===== src/rtl/dirh_pkg.sv =====
package dirh_pkg;

    typedef enum logic [1:0] {
        MSG_DATA  = 2'd0,
        MSG_FWD   = 2'd1,
        MSG_INV   = 2'd2,
        MSG_GRANT = 2'd3
    } msg_kind_e;

    typedef enum logic [2:0] {
        ST_IDLE  = 3'd0,
        ST_REPLY = 3'd1,
        ST_INVAL = 3'd2,
        ST_WAIT  = 3'd3,
        ST_GRANT = 3'd4
    } ctrl_state_e;

    typedef enum logic [1:0] {
        LN_UNCACHED = 2'd0,
        LN_SHARED   = 2'd1,
        LN_DIRTY    = 2'd2
    } line_state_e;

endpackage


===== src/rtl/dirh_lowbit.sv =====
module dirh_lowbit #(
    parameter int W  = 4,
    parameter int IW = (W > 1) ? $clog2(W) : 1
) (
    input  logic [W-1:0]  vec,
    output logic [IW-1:0] idx,
    output logic          found
);
    always_comb begin
        idx   = '0;
        found = 1'b0;
        for (int i = W - 1; i >= 0; i--) begin
            if (vec[i]) begin
                idx   = IW'(i);
                found = 1'b1;
            end
        end
    end
endmodule


===== src/rtl/dirh_store.sv =====
module dirh_store #(
    parameter int NODES = 4,
    parameter int LINES = 16,
    parameter int LW    = (LINES > 1) ? $clog2(LINES) : 1
) (
    input  logic             clk,
    input  logic             rst_n,
    input  logic [LW-1:0]    rd_line,
    output logic [NODES-1:0] rd_pres,
    output logic             rd_mod,
    input  logic             wr_en,
    input  logic [LW-1:0]    wr_line,
    input  logic [NODES-1:0] wr_pres,
    input  logic             wr_mod
);
    logic [NODES-1:0] pres_q [LINES];
    logic             mod_q  [LINES];

    generate
        for (genvar g = 0; g < LINES; g++) begin : g_entry
            always_ff @(posedge clk) begin
                if (!rst_n) begin
                    pres_q[g] <= '0;
                    mod_q[g]  <= 1'b0;
                end else if (wr_en && (wr_line == LW'(g))) begin
                    pres_q[g] <= wr_pres;
                    mod_q[g]  <= wr_mod;
                end
            end
        end
    endgenerate

    assign rd_pres = pres_q[rd_line];
    assign rd_mod  = mod_q[rd_line];
endmodule


===== src/rtl/dirh_ack_track.sv =====
module dirh_ack_track #(
    parameter int NODES = 4,
    parameter int NIDW  = (NODES > 1) ? $clog2(NODES) : 1
) (
    input  logic             clk,
    input  logic             rst_n,
    input  logic             load,
    input  logic [NODES-1:0] load_mask,
    input  logic             ack_valid,
    input  logic [NIDW-1:0]  ack_node,
    output logic [NODES-1:0] await_q,
    output logic [NODES-1:0] await_nxt
);
    logic [NODES-1:0] ack_bit;

    always_comb begin
        ack_bit = '0;
        if (ack_valid) ack_bit[ack_node] = 1'b1;
        await_nxt = await_q & ~ack_bit;
    end

    always_ff @(posedge clk) begin
        if (!rst_n)    await_q <= '0;
        else if (load) await_q <= load_mask;
        else           await_q <= await_nxt;
    end
endmodule


===== src/rtl/dirh_home_ctrl.sv =====
module dirh_home_ctrl #(
    parameter int NODES = 4,
    parameter int LINES = 16,
    parameter int NIDW  = (NODES > 1) ? $clog2(NODES) : 1,
    parameter int LW    = (LINES > 1) ? $clog2(LINES) : 1
) (
    input  logic            clk,
    input  logic            rst_n,
    input  logic            req_valid,
    input  logic            req_write,
    input  logic [NIDW-1:0] req_node,
    input  logic [LW-1:0]   req_line,
    input  logic            ack_valid,
    input  logic [NIDW-1:0] ack_node,
    output logic            out_valid,
    output logic [1:0]      out_kind,
    output logic [NIDW-1:0] out_dest,
    output logic [NIDW-1:0] out_owner,
    output logic [LW-1:0]   out_line,
    output logic            nack_valid,
    output logic [NIDW-1:0] nack_node,
    output logic [LW-1:0]   nack_line
);
    import dirh_pkg::*;

    ctrl_state_e      st_q, st_d;
    logic             ctrl_idle, accept;
    logic [NIDW-1:0]  cur_node;
    logic [LW-1:0]    cur_line;
    logic [NODES-1:0] cur_pres;
    logic             cur_dirty;
    logic [NODES-1:0] todo_q;
    line_state_e      cur_lstate;

    // directory storage
    logic [LW-1:0]    rd_line;
    logic [NODES-1:0] rd_pres;
    logic             rd_mod;
    logic             wr_en;
    logic [NODES-1:0] wr_pres;
    logic             wr_mod;

    // helpers
    logic [NODES-1:0] req_bit, cur_bit, owner_bit, pick_bit, targets;
    logic [NIDW-1:0]  owner_idx, pick_idx;
    logic             owner_found, pick_found;
    logic [NODES-1:0] await_q, await_nxt;
    logic             trk_load;

    assign ctrl_idle = (st_q == ST_IDLE);
    assign accept    = req_valid && ctrl_idle;
    assign rd_line   = ctrl_idle ? req_line : cur_line;

    always_comb begin
        req_bit = '0;
        req_bit[req_node] = 1'b1;
        cur_bit = '0;
        cur_bit[cur_node] = 1'b1;
        owner_bit = '0;
        owner_bit[owner_idx] = owner_found;
        pick_bit = '0;
        pick_bit[pick_idx] = pick_found;
        targets = rd_pres & ~req_bit;
    end

    dirh_store #(.NODES(NODES), .LINES(LINES), .LW(LW)) u_store (
        .clk     (clk),
        .rst_n   (rst_n),
        .rd_line (rd_line),
        .rd_pres (rd_pres),
        .rd_mod  (rd_mod),
        .wr_en   (wr_en),
        .wr_line (cur_line),
        .wr_pres (wr_pres),
        .wr_mod  (wr_mod)
    );

    dirh_lowbit #(.W(NODES), .IW(NIDW)) u_owner_pick (
        .vec   (cur_pres),
        .idx   (owner_idx),
        .found (owner_found)
    );

    dirh_lowbit #(.W(NODES), .IW(NIDW)) u_inv_pick (
        .vec   (todo_q),
        .idx   (pick_idx),
        .found (pick_found)
    );

    assign trk_load = accept && req_write;

    dirh_ack_track #(.NODES(NODES), .NIDW(NIDW)) u_acks (
        .clk       (clk),
        .rst_n     (rst_n),
        .load      (trk_load),
        .load_mask (targets),
        .ack_valid (ack_valid),
        .ack_node  (ack_node),
        .await_q   (await_q),
        .await_nxt (await_nxt)
    );

    // line class of the request in flight
    always_comb begin
        if (cur_dirty)          cur_lstate = LN_DIRTY;
        else if (cur_pres != 0) cur_lstate = LN_SHARED;
        else                    cur_lstate = LN_UNCACHED;
    end

    // state register
    always_ff @(posedge clk) begin
        if (!rst_n) st_q <= ST_IDLE;
        else        st_q <= st_d;
    end

    // next state
    always_comb begin
        st_d = st_q;
        unique case (st_q)
            ST_IDLE: begin
                if (req_valid) begin
                    if (!req_write)        st_d = ST_REPLY;
                    else if (targets != 0) st_d = ST_INVAL;
                    else                   st_d = ST_GRANT;
                end
            end
            ST_REPLY: st_d = ST_IDLE;
            ST_INVAL: if ((todo_q & ~pick_bit) == 0) st_d = ST_WAIT;
            ST_WAIT:  if (await_nxt == 0) st_d = ST_GRANT;
            ST_GRANT: st_d = ST_IDLE;
            default:  st_d = ST_IDLE;
        endcase
    end

    // request context and invalidate worklist
    always_ff @(posedge clk) begin
        if (!rst_n) begin
            cur_node  <= '0;
            cur_line  <= '0;
            cur_pres  <= '0;
            cur_dirty <= 1'b0;
            todo_q    <= '0;
        end else if (accept) begin
            cur_node  <= req_node;
            cur_line  <= req_line;
            cur_pres  <= rd_pres;
            cur_dirty <= rd_mod;
            todo_q    <= req_write ? targets : '0;
        end else if (st_q == ST_INVAL) begin
            todo_q    <= todo_q & ~pick_bit;
        end
    end

    // refusals while busy
    always_ff @(posedge clk) begin
        if (!rst_n) begin
            nack_valid <= 1'b0;
            nack_node  <= '0;
            nack_line  <= '0;
        end else begin
            nack_valid <= req_valid && !ctrl_idle;
            nack_node  <= req_node;
            nack_line  <= req_line;
        end
    end

    // outputs and directory update
    always_comb begin
        out_valid = 1'b0;
        out_kind  = MSG_DATA;
        out_dest  = cur_node;
        out_owner = '0;
        out_line  = cur_line;
        wr_en     = 1'b0;
        wr_pres   = cur_pres;
        wr_mod    = 1'b0;
        unique case (st_q)
            ST_IDLE: ;
            ST_REPLY: begin
                out_valid = 1'b1;
                wr_en     = 1'b1;
                if (cur_lstate == LN_DIRTY) begin
                    out_kind  = MSG_FWD;
                    out_owner = owner_idx;
                    wr_pres   = owner_bit | cur_bit;
                end else begin
                    out_kind  = MSG_DATA;
                    wr_pres   = cur_pres | cur_bit;
                end
            end
            ST_INVAL: begin
                out_valid = 1'b1;
                out_kind  = MSG_INV;
                out_dest  = pick_idx;
            end
            ST_WAIT: ;
            ST_GRANT: begin
                out_valid = 1'b1;
                out_kind  = MSG_GRANT;
                wr_en     = 1'b1;
                wr_pres   = cur_bit;
                wr_mod    = 1'b1;
            end
            default: ;
        endcase
    end
endmodule


===== config.mk =====
export PLATFORM = sky130hd
export DESIGN_NAME = dirh_home_ctrl
export DESIGN_NICKNAME = d
export VERILOG_FILES = /design/src/rtl/dirh_pkg.sv /design/src/rtl/dirh_lowbit.sv /design/src/rtl/dirh_store.sv /design/src/rtl/dirh_ack_track.sv /design/src/rtl/dirh_home_ctrl.sv
export SDC_FILE = /design/constraint.sdc
export NUM_CORES = 1
export LEC_CHECK = 0
export BUFFER_PORTS_ARGS = -buffer_cell sky130_fd_sc_hd__buf_2
export CORE_MARGIN = 2
export CORE_UTILIZATION = 30
export CTS_CLUSTER_DIAMETER = 40
export CTS_CLUSTER_SIZE = 12
export DETAILED_ROUTE_END_ITERATION = 10
export PLACE_DENSITY = 0.45
export SLEW_MARGIN = 20
export SYNTH_ARGS = -nofsm -noshare
export SYNTH_HDL_FRONTEND = slang
export SYNTH_HIERARCHICAL = 1
export SYNTH_SLANG_ARGS = --single-unit
export TNS_END_PERCENT = 5

===== constraint.sdc =====
create_clock -name clk -period 4.75 [get_ports clk]
set_clock_uncertainty 0.15 [all_clocks]
set_input_delay 0.95 -clock clk [delete_from_list [all_inputs] [get_ports clk]]
set_output_delay 0.95 -clock clk [all_outputs]
set_load 0.005 [all_outputs]

==> results of run 1 <==
where the power goes:
group	switching, W	total (W)	internal (W)
combinational	0.000333	0.000546	0.000212
sequential	0.0000506	0.00112	0.00107
clock	0.000355	0.000926	0.000572
worst paths after layout:
path | startpoint | endpoint | slack (ns) | cells past startpoint
worst max register to register | st_q[2] | st_q[2] | 0.74 | 8
worst min register to register | cur_pres[3] | cur_pres[3] | 0.35 | 2
worst max-delay path | st_q[2] | st_q[2] | 0.74 | 8
worst min-delay path | cur_pres[3] | cur_pres[3] | 0.35 | 2
worst register-to-register path: stages, from the launching register on:
cell	delay, ns
dfxtp_1	0.44
nor3_2	0.51
mux2_1	0.81
mux4_2	0.43
a22oi_1	0.22
nand3_1	0.20
or4_1	0.58
a31o_1	0.24
a2111oi_2	0.33
cell usage in the layout, fill, tap and decap left out, drive strengths merged, types with 3 or more instances in the layout:
| cell | instances |
|---|---|
| clkbuf | 9 |
| and2 | 89 |
| nand2 | 48 |
| a21oi | 4 |
| a21boi | 12 |
| dfxtp | 30 |
| o311a | 4 |
| o21ai | 24 |
| nor3 | 7 |
| edfxtp | 79 |
| nor2 | 29 |
| buf | 36 |
| nor2b | 4 |
| o32ai | 3 |
| o31ai | 5 |
| a22oi | 6 |
| mux2 | 9 |
| bufinv | 4 |
| nand4b | 3 |
| mux4 | 20 |
| nand3 | 14 |
| o21a | 4 |
| inv | 13 |
| nand2b | 8 |
final cells by class:
class / instances / share of cell area
Clock buffer: 9 / 0.0362
Clock inverter: 7 / 0.0233
Sequential cell: 109 / 0.478
Inverter: 12 / 0.00724
Timing Repair Buffer: 36 / 0.0334
Tap cell: 229 / 0.0461
Multi-Input combinational cell: 326 / 0.376
registers in the layout (all words and copies together), names as in the netlist:
signal,cells
u_store/pres_q,64
u_store/mod_q,16
cur_pres,4
nack_line,4
out_line,4
todo_q,4
u_acks/await_q,4
st_q,3
cur_node,2
nack_node,2
cur_dirty,1
nack_valid,1
metrics by stage:
step | setup slack, ns | area, µm² | utilization
after floorplan | 1.27 | 5460 | -
after global placement | 0.767 | 5850 | 0.327
after detailed placement | 0.705 | 5850 | 0.327
after CTS | 0.733 | 6220 | 0.347
after global routing | 0.501 | 6220 | 0.347
final | 0.741 | 6220 | 0.347
metal layers:
layer,vias to the layer above,GRT usage
li1,1758,-
met1,1826,0.198
met2,97,0.249
met3,17,0.0342
met4,0,0.0441
met5,-,0
logic make-up (layout without fill, tap and decap cells):
group,count (synthesis),count (layout),synth area share
AND/OR/NAND/NOR,222,222,0.224
flip-flops,109,109,0.544
AO/OA/AOI/OAI,72,72,0.0934
buffers and inverters,36,64,0.0293
multiplexers,30,30,0.106
XOR/XNOR,2,2,0.00321
==> results.sh, run 1 <==
export IMPL_status="finished clean"
export IMPL_rows=49
export IMPL_cts_tree="done"
export IMPL_power_density_mw_per_mm2=417
export IMPL_gr_total_overflow=0
export IMPL_drive_gt1_frac=0.172
export IMPL_core_area_mm2=0.0179
export IMPL_final_min_clock_period_ns=4.01
export IMPL_crit_path_max_incr_delay_ns=0.81
export IMPL_cts_buffers=9
export IMPL_grt_max_degree=39
export IMPL_worstMarginPinSlew_ns=0.967
export IMPL_start_util=0.305
export IMPL_synth_top_area_frac=0.434
export IMPL_wl_per_cell_um=19.5
export IMPL_highest_signal_layer="met4"
export IMPL_cp_slowest_cell="mux2_1"
export IMPL_n_antenna_cell=0
export IMPL_dp_hpwl_um=10400
export IMPL_dr_total_vias=3698
export IMPL_grt_pass1_vias=3736
export IMPL_fin_cells=728
export IMPL_synth_cell_types=61
export IMPL_whs_ns=0.349
export IMPL_ys_top_cells_by_area="edfxtp_1 (43%), dfxtp_1 (11%), and2_1 (10%), mux4_2 (8.2%), nand2_1 (3.2%)"
export IMPL_crit_required_ns=4.85
export IMPL_grt_usage=0.150
export IMPL_area_delta_synth_final_pct=13.8
export IMPL_cp_max_fo=20
export IMPL_rsz0062_at_grt="no"
export IMPL_root_buffer="clkbuf_16"
export IMPL_slew_headroom=0.355
export IMPL_p_leak_nw=2.26
export IMPL_synth_top_cells_by_count="and2_1 (88), edfxtp_1 (79), nand2_1 (47)"
export IMPL_synth_seq_area_share=0.544
export IMPL_wl_met3_um=631
export IMPL_clk_latency_ns=0.36
export IMPL_viasPerCell=5.08
export IMPL_cts_reportedPaths_clkPinSlew_ns=0.07
export IMPL_ys_ff_latch=109
export IMPL_cts_num_sinks=109
export IMPL_num_fill_cells=1809
export IMPL_setup_viol=0
export IMPL_regArea_mm2=0.00297
export IMPL_finalPower_w=0.00259
export IMPL_ys_async_sr_fraction=0
export IMPL_drc_errors=0
export IMPL_synth_edf_count=79
export IMPL_holdCritPathClass="flip-flop to flip-flop"
export IMPL_setup_tns_ns=0
export IMPL_die_area_mm2=0.0193
export IMPL_cp_end_kind="flip-flop"
export IMPL_wl_met2_um=6810
export IMPL_min_period_over_period=0.844
export IMPL_hold_viol=0
export IMPL_yosysWarnings=6
export IMPL_critPathLaunchType="flip-flop"
export IMPL_critical_path_class="flip-flop to flip-flop"
export IMPL_cp_data_arrival_time_ns=4.11
export IMPL_h_tree_depth=3
export IMPL_synthesis_area_per_instance_um2=11.6
export IMPL_yosys_area_top_type="edfxtp_1"
export IMPL_wl_um=14200
export IMPL_yosysMostFrequentCell="and2_1"
export IMPL_post_place_cells=712
export IMPL_max_freq_mhz=249
export IMPL_cts_resized=0
export IMPL_clockBufferDepth=2
export IMPL_ir_drop_mv=0.205
export IMPL_maxCapViolations=0
export IMPL_ios=31
export IMPL_hold_buffers=0
export IMPL_drtIter0Drc=314
export IMPL_ys_flop_type="edfxtp_1"
export IMPL_place_congestion=0.811
export IMPL_path_buf_inv=0
export IMPL_antenna_found_initial=0
export IMPL_fp_dieH_um=139
export IMPL_syn_nets=484
export IMPL_syn_inst=471
export IMPL_multi_input_area_mm2=0.00234
export IMPL_path_cells="nor3_2, mux2_1, mux4_2, a22oi_1, nand3_1, or4_1, a31o_1, a2111oi_2"
export IMPL_port_buffer_count=30
export IMPL_drv_slew=0
export IMPL_postCtsSetupRepairBufs=0
export IMPL_die_w_um=139
export IMPL_nNetsFinal=507
export IMPL_first_pass_iters=5
export IMPL_wl_met1_um=6560
export IMPL_cp_top_family="simple AND/OR/NAND/NOR gates"
export IMPL_syn_cell_area_mm2=0.00546
export IMPL_ant_nets=0
export IMPL_grt_pass1_wl_um=21900
(Power assumes the default switching activity.)
==> run 2: changes to the inputs <==
--- a/config.mk
+++ b/config.mk
@@ -11,7 +11,7 @@
 export CTS_CLUSTER_DIAMETER = 40
 export CTS_CLUSTER_SIZE = 12
 export DETAILED_ROUTE_END_ITERATION = 10
-export PLACE_DENSITY = 0.45
+export PLACE_DENSITY = 0.47
 export SLEW_MARGIN = 20
 export SYNTH_ARGS = -nofsm -noshare
 export SYNTH_HDL_FRONTEND = slang
==> constraint.sdc (replaced) <==
create_clock -name clk -period 3.6 [get_ports clk]
set_clock_uncertainty 0.15 [all_clocks]
set_input_delay 0.72 -clock clk [delete_from_list [all_inputs] [get_ports clk]]
set_output_delay 0.72 -clock clk [all_outputs]
set_load 0.005 [all_outputs]
==> run 2 against run 1 <==
Highest routed layer unchanged. Clock-buffer cell count unchanged. Sequential power increased by 30%. Sequential share of layout area increased by 0.11 points. Combinational power increased by 44%. Register-to-register slack got worse by 0.56 ns. Hold slack got worse by 0.016 ns.
==> results.sh, run 2 (synthesis results as in run 1) <==
export IMPL_status="finished clean"
export IMPL_drtIter0Drc=305
export IMPL_path_cells="nor3_2, mux2_1, buf_12, mux4_2, a22oi_1, nand3_1, or4_1, a31o_1, a2111oi_2"
export IMPL_utilization=0.347
export IMPL_cts_num_sinks=109
export IMPL_reg_top3="u_store/pres_q: 64 flops, u_store/mod_q: 16 flops"
export IMPL_port_buffer_count=30
export IMPL_cts_resized=0
export IMPL_rows=49
export IMPL_power_share_sequential=0.461
export IMPL_dp_hpwl_um=10300
export IMPL_h_tree_depth=3
export IMPL_place_congestion=0.801
export IMPL_p_clk_frac=0.292
export IMPL_slew_headroom=0.394
export IMPL_grt_pass1_vias=3833
export IMPL_critPathLaunchType="flip-flop"
export IMPL_p_comb_frac=0.247
export IMPL_hold_viol=0
export IMPL_final_cell_mix="and2_1 (88), edfxtp_1 (79), nand2_1 (47)"
export IMPL_ant_nets=0
export IMPL_largest_reg_flops=64
export IMPL_regMostFlops="u_store/pres_q"
export IMPL_viasPerCell=5.17
export IMPL_holdCritPathClass="flip-flop to flip-flop"
export IMPL_cp_slowest_cell="or4_1"
export IMPL_cts_tree="done"
export IMPL_max_freq_mhz=293
export IMPL_internal_power_w=0.00221
export IMPL_die_w_um=139
export IMPL_cp_top_family="simple AND/OR/NAND/NOR gates"
export IMPL_p_leak_nw=2.27
export IMPL_setup_viol=0
export IMPL_cp_max_fo=20
export IMPL_first_pass_iters=5
export IMPL_drc_errors=0
export IMPL_post_place_cells=724
export IMPL_fp_dieH_um=139
export IMPL_ir_drop_mv=0.264
export IMPL_core_area_mm2=0.0179
export IMPL_switching_share=0.304
export IMPL_maxCapViolations=0
export IMPL_cts_reportedPaths_clkPinSlew_ns=0.07
export IMPL_start_util=0.305
export IMPL_drive_gt1_frac=0.190
export IMPL_area_delta_synth_final_pct=13.6
export IMPL_antenna_found_initial=0
export IMPL_grt_pass1_wl_um=22100
export IMPL_cp_data_arrival_time_ns=3.52
export IMPL_crit_path_max_incr_delay_ns=0.57
export IMPL_wl_um=14100
export IMPL_final_min_clock_period_ns=3.41
export IMPL_power_density_mw_per_mm2=511
export IMPL_root_buffer="clkbuf_16"
export IMPL_n_antenna_cell=0
export IMPL_clockBufferDepth=2
export IMPL_dr_total_vias=3826
export IMPL_finalPower_w=0.00317
export IMPL_worstMarginPinSlew_ns=0.900
export IMPL_hold_buffers=0
export IMPL_cp_end_kind="flip-flop"
export IMPL_postCtsSetupRepairBufs=0
export IMPL_p_sw_w=0.000964
export IMPL_fin_cells=740
export IMPL_cts_buffers=9
export IMPL_drv_slew=0
export IMPL_crit_required_ns=3.70
export IMPL_ff2ff_setup_slack_ns=0.19
export IMPL_grt_max_degree=35
export IMPL_grt_usage=0.150
export IMPL_final_common_cell="and2_1"
export IMPL_wl_per_cell_um=19.1
export IMPL_ios=31
export IMPL_die_area_mm2=0.0193
export IMPL_gr_total_overflow=0
export IMPL_setup_tns_ns=0
export IMPL_critical_path_class="flip-flop to flip-flop"
export IMPL_rsz0062_at_grt="no"
export IMPL_clk_latency_ns=0.36
export IMPL_path_buf_inv=1
export IMPL_nNetsFinal=519
export IMPL_min_period_over_period=0.948
==> run 2: cell count changes in the layout (fill, tap and decap cells not counted), sizes merged <==
cell	delta
clkinvlp	+2
clkinv	+1
buf	+12
inv	+1
bufinv	-4
==> run 2: power groups by stage <==
stage	Clock, W	Sequential, W	Combinational (W)
final	0.000925	0.00146	0.000784
after global routing	0.000987	0.00147	0.000858
after CTS	0.000951	0.00146	0.000793
after detailed placement	0	0.00149	0.000791
after global placement	0	0.00149	0.000781
after floorplan	0	0.00147	0.000516
==> run 2: worst reg2reg max path: stages, from the launching register on <==
cell	delay [ns]
dfxtp_1	0.32
nor3_2	0.31
mux2_1	0.40
buf_12	0.18
mux4_2	0.45
a22oi_1	0.23
nand3_1	0.12
or4_1	0.57
a31o_1	0.25
a2111oi_2	0.33
==> run 2: routing by layer <==
metal,part of all wire,global-route usage
met4,0.015,0.0484
met3,0.043,0.0304
met2,0.49,0.258
met1,0.45,0.191
met5,0,0
==> run 2: final cells by class <==
class	instances	area, µm²
tap	229	287
clock inverter	7	47.5
inverter	12	45.0
multi-input combinational	326	2330
sequential	109	2970
clock buffer	9	225
fill	1808	11700
timing repair buffer	48	298
==> run 2: final timing paths <==
| path | from | end | depth (start not counted) |
|---|---|---|---|
| worst min register to register | cur_pres[3] | cur_pres[3] | 2 |
| worst max-delay path | st_q[2] | st_q[2] | 9 |
| worst min-delay path | cur_pres[3] | cur_pres[3] | 2 |
| worst max register to register | st_q[2] | st_q[2] | 9 |
==> run 2: through the flow <==
stage	setup slack (ns)	hold WS [ns]	cell area, µm²
2_1_floorplan	0.297	0.308	5460
3_3_place_gp	0.0971	0.339	5930
3_5_place_dp	0.0606	0.327	5930
4_1_cts	0.190	0.336	6210
5_1_grt	0.0239	0.374	6210
6_report	0.186	0.333	6210
==> run 3: changes to the inputs <==
--- a/config.mk
+++ b/config.mk
@@ -5,6 +5,7 @@
 export SDC_FILE = /design/constraint.sdc
 export NUM_CORES = 1
 export LEC_CHECK = 0
+export ABC_AREA = 1
 export BUFFER_PORTS_ARGS = -buffer_cell sky130_fd_sc_hd__buf_2
 export CORE_MARGIN = 2
 export CORE_UTILIZATION = 30
==> run 3 against run 2 <==
Die area rose by 3.5%. Clock-buffer cell count rose by 1. Sequential share of layout area fell by 1.0 points. Routed wire length rose by 9.1%. First-iteration DRC count fell by 6.2%. Final cell count rose by 32%. Global-route usage rose by 1.0 points. Fmax rose by 17%. Total power rose by 62%. Final area rose by 2.2%. Worst setup slack improved by 0.50 ns. Highest routed layer unchanged.
==> results.sh, run 3 <==
export IMPL_drive_gt1_frac=0.0997
export IMPL_synth_edf_count=79
export IMPL_crit_path_max_incr_delay_ns=0.40
export IMPL_yosys_area_top_type="edfxtp_1"
export IMPL_rsz0062_at_grt="no"
export IMPL_reg2reg_from="st_q[1]"
export IMPL_cts_resized=0
export IMPL_grt_pass1_wl_um=24700
export IMPL_drc_errors=0
export IMPL_grtUsageMet3=0.0226
export IMPL_status="finished clean"
export IMPL_cts_num_sinks=109
export IMPL_regToRegEndpoint="st_q[2]"
export IMPL_critPathLaunchType="flip-flop"
export IMPL_ys_async_sr_fraction=0
export IMPL_min_period_over_period=0.809
export IMPL_yosysWarnings=6
export IMPL_whs_ns=0.319
export IMPL_path_cells="nor2_2, nand2_4, inv_8, nand2_1, nand2_1, clkinv_1, nand3_1, nand3_1, nand2_1, o21ai_0, nand2_1, nor2_1, nand3_1, nand2_1, nor2_1, nor2_1"
export IMPL_synthesis_area_per_instance_um2=7.89
export IMPL_wl_per_cell_um=15.8
export IMPL_hold_end="u_acks/await_q[3]"
export IMPL_cts_buffers=9
export IMPL_worstMarginPinSlew_ns=1.06
export IMPL_fin_cells=976
export IMPL_root_buffer="clkbuf_16"
export IMPL_cp_slowest_cell="clkinv_1"
export IMPL_cp_top_family="simple AND/OR/NAND/NOR gates"
export IMPL_setup_viol=0
export IMPL_largest_reg_flops=64
export IMPL_hold_buffers=0
export IMPL_ys_flop_type="edfxtp_1"
export IMPL_synth_top_area_frac=0.419
export IMPL_syn_inst=718
export IMPL_nNetsFinal=750
export IMPL_clockBufferDepth=2
export IMPL_reg_top3="u_store/pres_q: 64 flops, u_store/mod_q: 16 flops"
export IMPL_final_common_cell="nand2_1"
export IMPL_rows=50
export IMPL_ys_top_cells_by_area="edfxtp_1 (42%), nand2_1 (12%), dfxtp_1 (11%), nand3_1 (8.3%), inv_1 (8.0%)"
export IMPL_hold_viol=0
export IMPL_critical_path_class="flip-flop to flip-flop"
export IMPL_start_util=0.304
export IMPL_grt_usage=0.160
export IMPL_setup_tns_ns=0
export IMPL_finalPower_w=0.00514
export IMPL_crit_required_ns=3.71
export IMPL_die_w_um=141
export IMPL_core_area_mm2=0.0186
export IMPL_h_tree_depth=3
export IMPL_holdCritPathClass="flip-flop to flip-flop"
export IMPL_grt_max_degree=41
export IMPL_dp_hpwl_um=11000
export IMPL_place_congestion=0.930
export IMPL_n_antenna_cell=0
export IMPL_slew_headroom=0.285
export IMPL_final_min_clock_period_ns=2.91
export IMPL_yosysMostFrequentCell="nand2_1"
export IMPL_maxCapViolations=0
export IMPL_drv_slew=0
export IMPL_gr_total_overflow=0
export IMPL_grt_pass1_vias=4666
export IMPL_critical_path_top_cell_by_count="nand2_1"
export IMPL_die_area_mm2=0.0200
export IMPL_syn_cell_area_mm2=0.00566
export IMPL_wl_um=15400
export IMPL_crit_start="st_q[1]"
export IMPL_cp_end_kind="flip-flop"
export IMPL_synth_top_cells_by_count="nand2_1 (179), inv_1 (120), nor2_1 (99)"
export IMPL_syn_nets=731
export IMPL_min_from="u_acks/await_q[3]"
export IMPL_drtIter0Drc=286
export IMPL_ios=31
export IMPL_regMostFlops="u_store/pres_q"
export IMPL_power_density_mw_per_mm2=811
export IMPL_ant_nets=0
export IMPL_cts_tree="done"
export IMPL_viasPerCell=4.78
export IMPL_cp_max_fo=11
export IMPL_grt_busiest_layer="met2"
export IMPL_antenna_found_initial=0
export IMPL_clk_latency_ns=0.36
export IMPL_cts_reportedPaths_clkPinSlew_ns=0.08
export IMPL_hold_depth=2
export IMPL_path_buf_inv=2
export IMPL_postCtsSetupRepairBufs=0
export IMPL_port_buffer_count=30
export IMPL_fp_dieH_um=141
export IMPL_ff2ff_setup_slack_ns=0.69
export IMPL_post_place_cells=960
export IMPL_synth_cell_types=34
export IMPL_reg2reg_depth=16
export IMPL_ir_drop_mv=0.390
export IMPL_met2_usage=0.273
export IMPL_p_leak_nw=2.78
export IMPL_dr_total_vias=4663
export IMPL_ys_ff_latch=109
export IMPL_first_pass_iters=5
export IMPL_synth_seq_area_share=0.525
export IMPL_final_cell_mix="nand2_1 (179), inv_1 (120), nor2_1 (99)"
export IMPL_max_freq_mhz=343
export IMPL_area_delta_synth_final_pct=12.0
export IMPL_cp_data_arrival_time_ns=3.02
export IMPL_use_met1=0.206
-- run 3: cell count changes in the layout (fill, tap and decap cells not counted), moves of 8 or more --
cell and change:
nand2b_1 -8, a21oi_1 +8, mux4_2 -20, and2_1 -88
a21boi_1 -11, nand2_1 +132, nand3_1 +80, nor2_1 +70
inv_1 +109, buf_4 -12
-- run 3: power breakdown --
part / internal, W / switching (W) / total (W)
sequential: 0.00151 / 0.000121 / 0.00163
combinational: 0.000631 / 0.00175 / 0.00238
clock: 0.000657 / 0.000476 / 0.00113
total: 0.00279 / 0.00235 / 0.00514
-- run 3: layout make-up --
cell class	count	area, µm²
clock buffer	10	250
tap	234	293
fill	2026	12300
multi-input combinational	455	2060
clock inverter	6	92.6
sequential	109	2970
inverter	127	484
timing repair buffer	35	188
-- run 3: cells by family after synthesis --
group           Yosys count  share of synthesized area
buf+inv                 154                      0.111
simple gates            396                      0.303
flops                   109                      0.525
compound gates           59                     0.0612
-- run 3: how the worst max path moves through the flow --
stage	end	slack, ns	depth (start not counted)
after floorplan	st_q[1]	1.41	16
after global placement	st_q[1]	0.68	15
after detailed placement	st_q[1]	0.66	15
after CTS	st_q[2]	0.72	16
after global routing	st_q[2]	0.44	16
final	st_q[2]	0.69	16
-- run 3: worst register-to-register path, stage by stage, from the launching register on --
cell,delay (ns)
dfxtp_1,0.34
nor2_2,0.18
nand2_4,0.12
inv_8,0.12
nand2_1,0.07
nand2_1,0.38
clkinv_1,0.41
nand3_1,0.21
nand3_1,0.12
nand2_1,0.19
o21ai_0,0.15
nand2_1,0.09
nor2_1,0.05
nand3_1,0.06
nand2_1,0.05
nor2_1,0.08
nor2_1,0.04
-- run 3: stage by stage --
step / setup slack, ns / cell area (µm²) / utilization
2_1_floorplan: 1.41 / 5660 / -
3_3_place_gp: 0.681 / 6000 / 0.322
3_5_place_dp: 0.659 / 6000 / 0.322
4_1_cts: 0.719 / 6340 / 0.340
5_1_grt: 0.444 / 6340 / 0.340
6_report: 0.688 / 6340 / 0.340
-- run 3: metal layers --
layer,vias to the layer above,share of wire
li1,2320,-
met1,2235,0.46
met2,87,0.49
met3,21,0.033
met4,0,0.023
met5,-,0
